==> config.mk <==
export PLATFORM = sky130hd
export DESIGN_NAME = bitcrc32_engine
export DESIGN_NICKNAME = d
export VERILOG_FILES = /design/src/rtl/bitcrc32_pkg.sv /design/src/rtl/bitcrc32_lfsr.sv /design/src/rtl/bitcrc32_seq.sv /design/src/rtl/bitcrc32_engine.sv
export SDC_FILE = /design/constraint.sdc
export NUM_CORES = 1
export LEC_CHECK = 0
export BUFFER_PORTS_ARGS = -buffer_cell sky130_fd_sc_hd__buf_2
export CORE_ASPECT_RATIO = 1.1
export CORE_MARGIN = 2
export CORE_UTILIZATION = 40
export CTS_BUF_LIST = sky130_fd_sc_hd__clkbuf_8
export DETAILED_ROUTE_END_ITERATION = 8
export SYNTH_ARGS = -nofsm -noshare
export SYNTH_HDL_FRONTEND = slang
export SYNTH_HIERARCHICAL = 1
export SYNTH_SLANG_ARGS = --single-unit
==> constraint.sdc <==
create_clock -name clk -period 3.45 [get_ports clk]
set_input_delay 0.1725 -clock clk [delete_from_list [all_inputs] [get_ports clk]]
set_output_delay 0.1725 -clock clk [all_outputs]
set_load 0.005 [all_outputs]
==> src/rtl/bitcrc32_pkg.sv <==
// Shared constants for the serial CRC-32 engine.
// Assumes the reflected (LSB-first) form of the Ethernet polynomial.
package bitcrc32_pkg;
    localparam int          CRC_W      = 32;
    localparam logic [31:0] POLY_REFL  = 32'hEDB88320;
    localparam logic [31:0] GOOD_RESID = 32'hDEBB20E3;

    typedef enum logic {
        MODE_GEN = 1'b0,
        MODE_CHK = 1'b1
    } crc_mode_e;
endpackage

==> src/rtl/bitcrc32_lfsr.sv <==
// One-bit-per-clock CRC shift register, reflected form.
// Assumes load has priority over shift; holds its value when neither is set.
module bitcrc32_lfsr #(
    parameter int          W    = 32,
    parameter logic [W-1:0] POLY = 32'hEDB88320
) (
    input  logic         clk,
    input  logic         rst_n,
    input  logic         load_i,
    input  logic         shift_i,
    input  logic         bit_i,
    output logic [W-1:0] state_o
);
    logic [W-1:0] state_q;
    logic [W-1:0] nxt;
    logic         fb;

    // next value when one bit is absorbed
    always_comb begin
        fb  = state_q[0] ^ bit_i;
        nxt = (state_q >> 1) ^ (fb ? POLY : '0);
    end

    // register: preload on load, update on shift
    always_ff @(posedge clk) begin
        if (!rst_n)       state_q <= '1;
        else if (load_i)  state_q <= '1;
        else if (shift_i) state_q <= nxt;
    end

    assign state_o = state_q;

    a_r2_load_ones: assert property (@(posedge clk) disable iff (!rst_n)
        load_i |=> state_q == '1);
    a_r8_hold_idle: assert property (@(posedge clk) disable iff (!rst_n)
        (!load_i && !shift_i) |=> $stable(state_q));
    a_r3_top_feedback: assert property (@(posedge clk) disable iff (!rst_n)
        (shift_i && !load_i) |=>
        state_q[W-1] == (POLY[W-1] & ($past(state_q[0]) ^ $past(bit_i))));
endmodule

==> src/rtl/bitcrc32_seq.sv <==
// Message sequencer: counts absorbed bits down from the length
// (plus the check width in check mode) and pulses done after the last.
// Assumes lengths of at least 1; start aborts any message in flight.
module bitcrc32_seq #(
    parameter int MAX_LEN = 64,
    parameter int CRC_W   = 32,
    localparam int LEN_W  = $clog2(MAX_LEN + 1),
    localparam int CNT_W  = $clog2(MAX_LEN + CRC_W + 1)
) (
    input  logic             clk,
    input  logic             rst_n,
    input  logic             start_i,
    input  logic [LEN_W-1:0] len_i,
    input  logic             chk_i,
    input  logic             vld_i,
    output logic             take_o,
    output logic             done_o,
    output logic             chk_o
);
    logic             busy_q;
    logic             done_q;
    logic             chk_q;
    logic [CNT_W-1:0] cnt_q;

    // a bit is absorbed only inside a message and never on a start cycle
    assign take_o = busy_q && vld_i && !start_i;

    // bit counter, activity flag and done pulse
    always_ff @(posedge clk) begin
        if (!rst_n) begin
            busy_q <= 1'b0;
            done_q <= 1'b0;
            chk_q  <= 1'b0;
            cnt_q  <= '0;
        end else begin
            done_q <= 1'b0;
            if (start_i) begin
                busy_q <= 1'b1;
                chk_q  <= chk_i;
                cnt_q  <= CNT_W'(len_i) + (chk_i ? CNT_W'(CRC_W) : '0);
            end else if (take_o) begin
                cnt_q <= cnt_q - 1'b1;
                if (cnt_q == CNT_W'(1)) begin
                    busy_q <= 1'b0;
                    done_q <= 1'b1;
                end
            end
        end
    end

    assign done_o = done_q;
    assign chk_o  = chk_q;

    a_r10_done_single: assert property (@(posedge clk) disable iff (!rst_n)
        done_q |=> !done_q);
    a_r9_start_arms: assert property (@(posedge clk) disable iff (!rst_n)
        start_i |=> (busy_q && !done_q));
    a_r5_done_after_bit: assert property (@(posedge clk) disable iff (!rst_n)
        done_q |-> $past(take_o));
endmodule

==> src/rtl/bitcrc32_engine.sv <==
// Top: serial CRC-32 generator/checker for 12..64-bit messages.
// Assumes len_i is within range when start_i is pulsed.
module bitcrc32_engine
    import bitcrc32_pkg::*;
#(
    parameter int MAX_LEN = 64,
    localparam int LEN_W  = $clog2(MAX_LEN + 1)
) (
    input  logic             clk,
    input  logic             rst_n,
    input  logic             start_i,
    input  logic [LEN_W-1:0] len_i,
    input  logic             mode_chk_i,
    input  logic             bit_i,
    input  logic             bit_vld_i,
    output logic [31:0]      fcs_o,
    output logic             done_o,
    output logic             match_o
);
    logic             take;
    logic             chk_lat;
    logic [CRC_W-1:0] state;

    bitcrc32_seq #(.MAX_LEN(MAX_LEN), .CRC_W(CRC_W)) u_seq (
        .clk     (clk),
        .rst_n   (rst_n),
        .start_i (start_i),
        .len_i   (len_i),
        .chk_i   (mode_chk_i),
        .vld_i   (bit_vld_i),
        .take_o  (take),
        .done_o  (done_o),
        .chk_o   (chk_lat)
    );

    bitcrc32_lfsr #(.W(CRC_W), .POLY(POLY_REFL)) u_lfsr (
        .clk     (clk),
        .rst_n   (rst_n),
        .load_i  (start_i),
        .shift_i (take),
        .bit_i   (bit_i),
        .state_o (state)
    );

    // outputs: complemented register and residue judgement
    always_comb begin
        fcs_o   = ~state;
        match_o = done_o && (crc_mode_e'(chk_lat) == MODE_CHK) && (state == GOOD_RESID);
    end

    a_r7_match_check_only: assert property (@(posedge clk) disable iff (!rst_n)
        match_o |-> (done_o && $past(take)));
endmodule

-- Yosys cells after proc, flatten, opt, wreduce, memory -nomap -nowiden
Index checks and enable logic that the tools add are counted.
- register bits after elaboration: 42
- input bits: 13
- output and inout bits: 34
- logic and storage cells: 32
- $add $sub $neg: 2
- equal/unequal tests: 2
- mux-type cells: 8
- bitwise gates (word level): 5
- reductions and logical operators: 10
- operator list (kind ; number):
    32-bit equality test, second input constant ; 1
    32-bit two-way mux ; 1
    32-bit inverter ; 1
    31-bit by 32-bit bitwise XOR with 32-bit output ; 1
    7-bit two-way mux ; 2
    7-bit adder ; 1
    7-bit by 1-bit equality test with 1-bit output, second input constant ; 1
    7-bit by 1-bit subtractor with 7-bit output, second input constant ; 1
    6-bit two-way mux ; 1
    1-bit logical AND ; 4
    1-bit two-way mux ; 4
    2-bit nonzero test ; 2
    3-bit OR reduction ; 1
    1-bit inverter ; 2
    2-bit AND reduction ; 1
    2-bit OR reduction ; 1
    1-bit zero test ; 1
    1-bit bitwise XOR ; 1

-- Longest topological paths before layout
Gate-level depths: netlist of the first run.
- depth after elaboration: 4
- mapped depth: 6
- depth with buffers taken out: 5

-- Cells and area by module
Netlist of the first run, hierarchy kept.
- by module, submodules not included (module ; instances ; cells an instance ; area an instance (µm²) ; sequential area each (µm²)):
    bitcrc32_lfsr ; 1 ; 143 ; 1651.6 ; 640.6
    bitcrc32_seq ; 1 ; 58 ; 530.5 ; 200.2
    bitcrc32_engine ; 1 ; 44 ; 203.9 ; 0.0

-- Least setup slack after synthesis of the first run
No wires, ideal clock.
- path type: flip-flop to output port
- start point: reg u_lfsr.state_q[2] (netlist: u_lfsr/state_o[2])
- end point: out match_o
- arrival time: 1.257 ns
- required time: 3.277 ns
- setup slack: 2.021 ns
- cell stages (with the launch flop): 5
- path buffers: 1
- cells stage by stage: dfxtp_1 buf_4 nand4bb_1 or4_1 nor4_2
- word-level cells in the longest chain between the ends: 2
- RTL lines (element ; line ; source):
    from (decl) ; bitcrc32_lfsr.sv:14 ; logic [W-1:0] state_q;
    from (signal assigned) ; bitcrc32_lfsr.sv:28 ; else if (shift_i) state_q <= nxt;
    32-bit equality test ; bitcrc32_engine.sv:48 ; match_o = done_o && (crc_mode_e'(chk_lat) == MODE_CHK) && (state == GOOD_RESID);
    1-bit logical AND ; bitcrc32_engine.sv:48 ;
    to (decl) ; bitcrc32_engine.sv:18 ; output logic match_o
Every way passes these cells.

-- Worst setup path after layout of the first run
- start point: reg u_lfsr.state_q[0] (netlist: u_lfsr/state_o[0])
- end point: out match_o
The elaborated chain is that of the path after synthesis.

==> results.yml, run 1 <==
run_status:
  status: "finished, final reports clean"
global_route:
  groute.usage.overall_pct: 14.7
  grt_pass1_wl_um: 7780
  grt_pass1_vias: 1590
  gr-total-overflow: 0
  grt_max_degree: 33
  antenna_found_initial: 0
layout:
  area_delta_synth_final_pct: 9.65
  multi_input_area_um2: 1190
  num_antenna_cells: 0
  n_fill_cell: 561
  fin_util_pct: 45.3
  nets: 283
  drive_gt1_share_pct: 25.4
  register_area_um2: 841
cts:
  cts_buffers: 5
  cts.clk_slew.worst_paths_ps: 80
  cts-root-buf: "clkbuf_8"
  postCtsSetupBuffers: 0
  cts_resized: 0
  clk_latency_ps: 300
  cts_tree: "done"
  clock_sinks: 42
  h-tree-depth: 2
  hold_buffers: 0
  cts_buffer_depth: 2
synthesis:
  ys_ff_latch: 42
  ys_seq_area_share_pct: 35.2
  synth_cell_types: 39
  avgSynthCellArea_um2: 9.74
  ys.flop_type: "dfxtp_1"
  synth_area_leaders: "dfxtp_1, xnor3_1, mux2i_1"
  syn_nets: 261
  synth_top_area_share_pct: 35.2
  synth_edf_count: 0
  async_flop_share_pct: 0
  synthCells: 245
  yosys.area.top_type: "dfxtp_1"
  syn_area_um2: 2390
  ys_warn_count: 6
  synth.most_common_cell: "dfxtp_1"
  ys_top_cells_by_count: "dfxtp_1, inv_1, nand2_1"
sta:
  slew_violations: 0
  finalClockSkew_ps: 8.30
  fmax_mhz: 501
  whs_ps: 129
  relSlewSlack_pct: 39.7
  rsz0062_at_grt: "false"
  fin_crit_sh_pct: 57.8
  finalSetupViolCount: 0
  setup_tns_ps: 0
  period_minus_slack_ps: 1990
  worst_pin_slew_ps: 904
  hold_viol_final: 0
power:
  power_frac_clock_pct: 39.3
  power.share.sequential_pct: 51.4
  pwr-share-comb_pct: 9.3
  leakagePower_nw: 1.56
  vdd_drop_max_mv: 0.168
  p_per_area_nw_per_um2: 377
  switching_share_pct: 23.8
  power.internal_w: 0.000753
  power.switching_w: 0.000235
setup_path:
  cp_cell_sequence: "nand2_1, nor4_2, buf_2"
  cp_slowest_cell: "dfxtp_1"
  r2r_end: "u_lfsr/state_o[13]$_SDFFE_PP1P_"
  path_delay_family: "flip-flops"
  r2r_cells: 5
  worst-path-buf-inv: 1
  regToRegStartpoint: "u_seq/busy_q$_SDFFE_PN0P_"
  ff2ff_setup_slack_ps: 1580
  worstSetupEndpointType: "primary output"
  start_kind: "register"
  crit_path_max_incr_delay_ps: 920
  critPathArrivalTime_ps: 1820
  critical_path_class: "reg -> out"
  crit_required_ps: 3280
  cp_max_fo: 17
  crit_path_end: "match_o"
  startpoint: "u_lfsr/state_o[0]$_SDFFE_PP1P_"
  crit_cells: 3
route:
  route.met2.wl_um: 2180
  wl_per_cell_um: 13.3
  routedLengthMet1_um: 2150
  dr.max_layer_used: "met4"
  ant_nets: 0
  vias_per_cell: 4.79
  dr.pass1.iters: 4
  drc_errors: 0
  met3_length_um: 213
  num_vias: 1653
  routed_wl_um: 4570
  drt_iter0_drc: 85
hold_path:
  hold_class: "in -> reg"
floorplan:
  start_util_pct: 41.4
  rows: 29
  ios: 47
  die_w_um: 77.6
  dieArea_um2: 6600
  die_y_um: 85.0
  core_area_um2: 5770
placement:
  place_hpwl_um: 3250
  io_buffers: 46
  gp_congestion: 0.728
flow_run:
  cap_violations: 0
## logic make-up (layout without fill, tap and decap cells)
| group | count (synthesis) | count (layout) | synth area share (%) |
|---|---|---|---|
| XOR/XNOR | 17 | 17 | 13.7 |
| AO/OA/AOI/OAI | 34 | 34 | 11.6 |
| multiplexers | 19 | 19 | 7.97 |
| AND/OR/NAND/NOR | 61 | 61 | 14.7 |
| buffers and inverters | 69 | 92 | 15.2 |
| flip-flops | 42 | 42 | 35.2 |
| adder cells (fa/ha/maj) | 3 | 3 | 1.57 |
## per-layer routing
layer | track usage (%) | vias to the layer above
li1 | - | 845
met1 | 19.2 | 769
met2 | 23.8 | 35
met3 | 3.62 | 4
met4 | 4.87 | 0
met5 | 0 | -
## flip-flops by register name, indices dropped and copies added, names as in the netlist
register and count:
u_seq/chk_o 1, u_seq/cnt_q 7, u_lfsr/state_o 32, u_seq/done_o 1, u_seq/busy_q 1
## final cells by class
type,instances,share of cell area (%)
well taps,77,3.68
flip-flops and latches,42,32.1
repair buffers,48,9.37
clock inverters,3,1.58
clock buffers,5,2.63
multi-input cells,134,45.4
inverters,36,5.17
## stage by stage
stage	setup slack, ps	std cells	power (W)	area, um2
2_1_floorplan	2020	245	0.000590	2390
3_3_place_gp	1630	337	0.000611	2510
3_5_place_dp	1570	337	0.000612	2510
4_1_cts	1430	345	0.000998	2620
5_1_grt	1300	345	0.00103	2620
6_report	1460	345	0.000988	2620
## how the worst min path moves through the flow
stage	start	endpoint	slack, ps	cells past startpoint
final	len_i[1]	u_seq/cnt_q[1]$_SDFFE_PN0P_	130	3
after global placement	len_i[1]	u_seq/cnt_q[1]$_SDFFE_PN0P_	430	3
after global routing	len_i[1]	u_seq/cnt_q[1]$_SDFFE_PN0P_	150	3
after CTS	len_i[1]	u_seq/cnt_q[1]$_SDFFE_PN0P_	120	3
after detailed placement	len_i[1]	u_seq/cnt_q[1]$_SDFFE_PN0P_	440	3
after floorplan	len_i[1]	u_seq/cnt_q[1]$_SDFFE_PN0P_	330	2
## power by group through the flow
stage	clock network [W]	logic [W]	registers [W]
after floorplan	0	0.0000744	0.000515
after global placement	0	0.0000919	0.000519
after detailed placement	0	0.0000933	0.000519
after CTS	0.000397	0.0000935	0.000508
after global routing	0.000419	0.000103	0.000510
final	0.000388	0.0000920	0.000508
## worst register-to-register path, cell delays in order (launching register included)
cell and delay (ps):
dfxtp_1 420, nand2_1 150, nor2_2 470, buf_4 390, mux2i_1 250, nand2_1 70
## placed cells by master (no fill, tap or decap), drive strengths merged, types with 2 or more instances in the layout
master   count
buf         48
dfxtp       42
inv         37
nand2       22
mux2i       19
nand2b      15
o211ai      14
xnor3       13
o21ai        6
clkbuf       5
nor4         5
nand4        4
xnor2        3
or3          3
a31oi        3
ha           3
or4          3
a21boi       3
nand4bb      2
a21oi        2
o31ai        2
nand3        2
nor2b        2
No activity file was read; power rests on OpenSTA's default activity.
==> run 2, diff against run 1 <==
ABC_AREA = 1   (was not set)
clock period = 1.9 ns   (was 3.45 ns; I/O delays follow)
==> run 2 against run 1 <==
- clock skew up 3.4 ps
- first-iteration DRC count up 89%
- wire length up 16%
==> results.yml, run 2 <==
sta:
  worst_pin_slew_ps: 666
  hold_viol_final: 0
  whs_ps: 50.8
  fin_crit_sh_pct: 75.3
  slew_violations: 0
  finalClockSkew_ps: 11.7
  finalSetupViolCount: 0
  rsz0062_at_grt: "false"
  setup_slack_ps: 470
  period_minus_slack_ps: 1430
  fmax_mhz: 699
  relSlewSlack_pct: 55.6
  setup_tns_ps: 0
floorplan:
  die_y_um: 83.9
  ios: 47
  rows: 29
  start_util_pct: 40.8
  die_w_um: 76.7
  core_area_um2: 5700
  dieArea_um2: 6430
setup_path:
  worst-path-buf-inv: 2
  regToRegStartpoint: "u_seq/busy_q$_SDFFE_PN0P_"
  start_kind: "register"
  crit_path_max_incr_delay_ps: 450
  r2r_cells: 5
  cp_cell_sequence: "nand2_1, inv_1, nand2_1, nor2_1, nand3_1, nor2_1, buf_2"
  critPathArrivalTime_ps: 1330
  r2r_end: "u_lfsr/state_o[0]$_SDFFE_PP1P_"
  critical_path_class: "reg -> out"
  worstSetupEndpointType: "primary output"
  cp_slowest_cell: "dfxtp_1"
  crit_required_ps: 1800
  path_delay_family: "flip-flops"
  ff2ff_setup_slack_ps: 610
  cp_max_fo: 5
cts:
  h-tree-depth: 2
  cts-root-buf: "clkbuf_8"
  postCtsSetupBuffers: 0
  cts_buffers: 5
  cts.clk_slew.worst_paths_ps: 90
  clock_sinks: 42
  cts_buffer_depth: 2
  cts_resized: 0
  clk_latency_ps: 300
  cts_tree: "done"
  hold_buffers: 0
hold_path:
  holdPathStages: 3
  hold_end: "u_seq/chk_o$_SDFFE_PN0P_"
  hold_class: "in -> reg"
  hp-start: "mode_chk_i"
route:
  num_vias: 2101
  wl_per_cell_um: 12.0
  vias_per_cell: 4.74
  routed_wl_um: 5300
  drt_iter0_drc: 161
  drc_errors: 0
  ant_nets: 0
  dr.pass1.iters: 4
flow_run:
  cap_violations: 0
synthesis:
  synth.most_common_cell: "nand2_1"
  syn_area_um2: 2320
  ys_top_cells_by_count: "nand2_1, inv_1, nand3_1"
  ys_seq_area_share_pct: 36.2
  syn_nets: 358
  synth_area_leaders: "dfxtp_1, nand2_1, nand3_1"
  ys_ff_latch: 42
  avgSynthCellArea_um2: 6.79
  async_flop_share_pct: 0
  synthCells: 342
  synth_cell_types: 26
  synth_edf_count: 0
  ys_warn_count: 6
  synth_top_area_share_pct: 36.2
  ys.flop_type: "dfxtp_1"
  yosys.area.top_type: "dfxtp_1"
layout:
  nets: 381
  fin_util_pct: 44.3
  num_antenna_cells: 0
  area_delta_synth_final_pct: 8.67
  largest_reg_flops: 32
  drive_gt1_share_pct: 19.4
  fin_cells: 443
  mostFrequentLayoutCell: "nand2_1"
  n_fill_cell: 610
  layout_common_cells: "nand2_1, inv_1, nand3_1"
power:
  leakagePower_nw: 1.53
  vdd_drop_max_mv: 0.331
  p_per_area_nw_per_um2: 690
global_route:
  grt_max_degree: 31
  antenna_found_initial: 0
  gr-total-overflow: 0
  groute.usage.overall_pct: 17.2
  grt_pass1_wl_um: 9050
  grt_pass1_vias: 1941
run_status:
  status: "finished, final reports clean"
placement:
  place_hpwl_um: 3660
  io_buffers: 46
  dp_cells: 435
  gp_congestion: 0.814
  place_ws_ps: 619
run 2: cell count changes after synthesis, moves of 6 or more:
cell	delta
nand2b_1	-15
o21ai_0	+6
a21oi_1	+24
nand2_1	+53
nand3b_1	+6
inv_1	+15
nor2_1	+17
o211ai_1	-6
nand3_1	+50
xnor3_1	-13
o211ai_2	-7
mux2i_1	-19
inv_2	+6
run 2: area by class of cell:
| type | instances | area [um2] | share of cell area, % |
|---|---|---|---|
| flip-flops and latches | 42 | 841 | 33.3 |
| repair buffers | 48 | 245 | 9.71 |
| clock inverters | 3 | 17.5 | 0.694 |
| inverters | 57 | 214 | 8.47 |
| multi-input cells | 211 | 1040 | 41.3 |
| clock buffers | 5 | 68.8 | 2.73 |
| well taps | 77 | 96.3 | 3.82 |
run 2: through the flow:
| stage | total power, W | instance area, um2 |
|---|---|---|
| floorplan | 0.00113 | 2320 |
| global placement | 0.00118 | 2440 |
| detailed placement | 0.00119 | 2440 |
| CTS | 0.00176 | 2520 |
| global route | 0.00184 | 2520 |
| finish | 0.00174 | 2520 |
run 2: logic make-up after synthesis:
| group | count (synthesis) | synth area share, % |
|---|---|---|
| AND/OR/NAND/NOR | 162 | 32.3 |
| AO/OA/AOI/OAI | 43 | 9.85 |
| flip-flops | 42 | 36.2 |
| buffers and inverters | 89 | 19.0 |
| XOR/XNOR | 3 | 1.13 |
| adder cells (fa/ha/maj) | 3 | 1.62 |
run 2: report_power, final:
part           total (W)  switching, W  internal [W]
clock network   0.000578      0.000324      0.000254
registers       0.000933     0.0000261      0.000907
logic           0.000232      0.000143     0.0000887
total            0.00174      0.000493       0.00125
run 2: how the worst max path moves through the flow:
| stage | from | to | slack, ps | cells after the start |
|---|---|---|---|---|
| 3_3_place_gp | u_seq/busy_q$_SDFFE_PN0P_ | u_lfsr/state_o[15]$_SDFFE_PP1P_ | 640 | 5 |
| 6_report | u_lfsr/state_o[0]$_SDFFE_PP1P_ | match_o | 470 | 7 |
| 5_1_grt | u_lfsr/state_o[0]$_SDFFE_PP1P_ | match_o | 300 | 7 |
| 2_1_floorplan | u_seq/cnt_q[0]$_SDFFE_PN0P_ | u_seq/cnt_q[2]$_SDFFE_PN0P_ | 810 | 6 |
| 3_5_place_dp | u_seq/busy_q$_SDFFE_PN0P_ | u_lfsr/state_o[6]$_SDFFE_PP1P_ | 620 | 5 |
| 4_1_cts | u_lfsr/state_o[0]$_SDFFE_PP1P_ | match_o | 450 | 7 |
run 2: worst reg2reg max path: stages (launching register included):
cell     delay [ps]
dfxtp_1         350
nand2_2         100
nor2_8          230
buf_4           350
a21oi_1         110
o21ai_0         100
run 2: metal layers:
metal / up-vias / routed length, um / global-route usage (%) / share of wire (%)
met5: - / 0 / 0 / 0
met3: 5 / 216 / 3.79 / 4.1
met4: 0 / 46 / 4.30 / 0.87
met1: 932 / 2630 / 24.0 / 50
li1: 1106 / - / - / -
met2: 58 / 2410 / 27.1 / 45
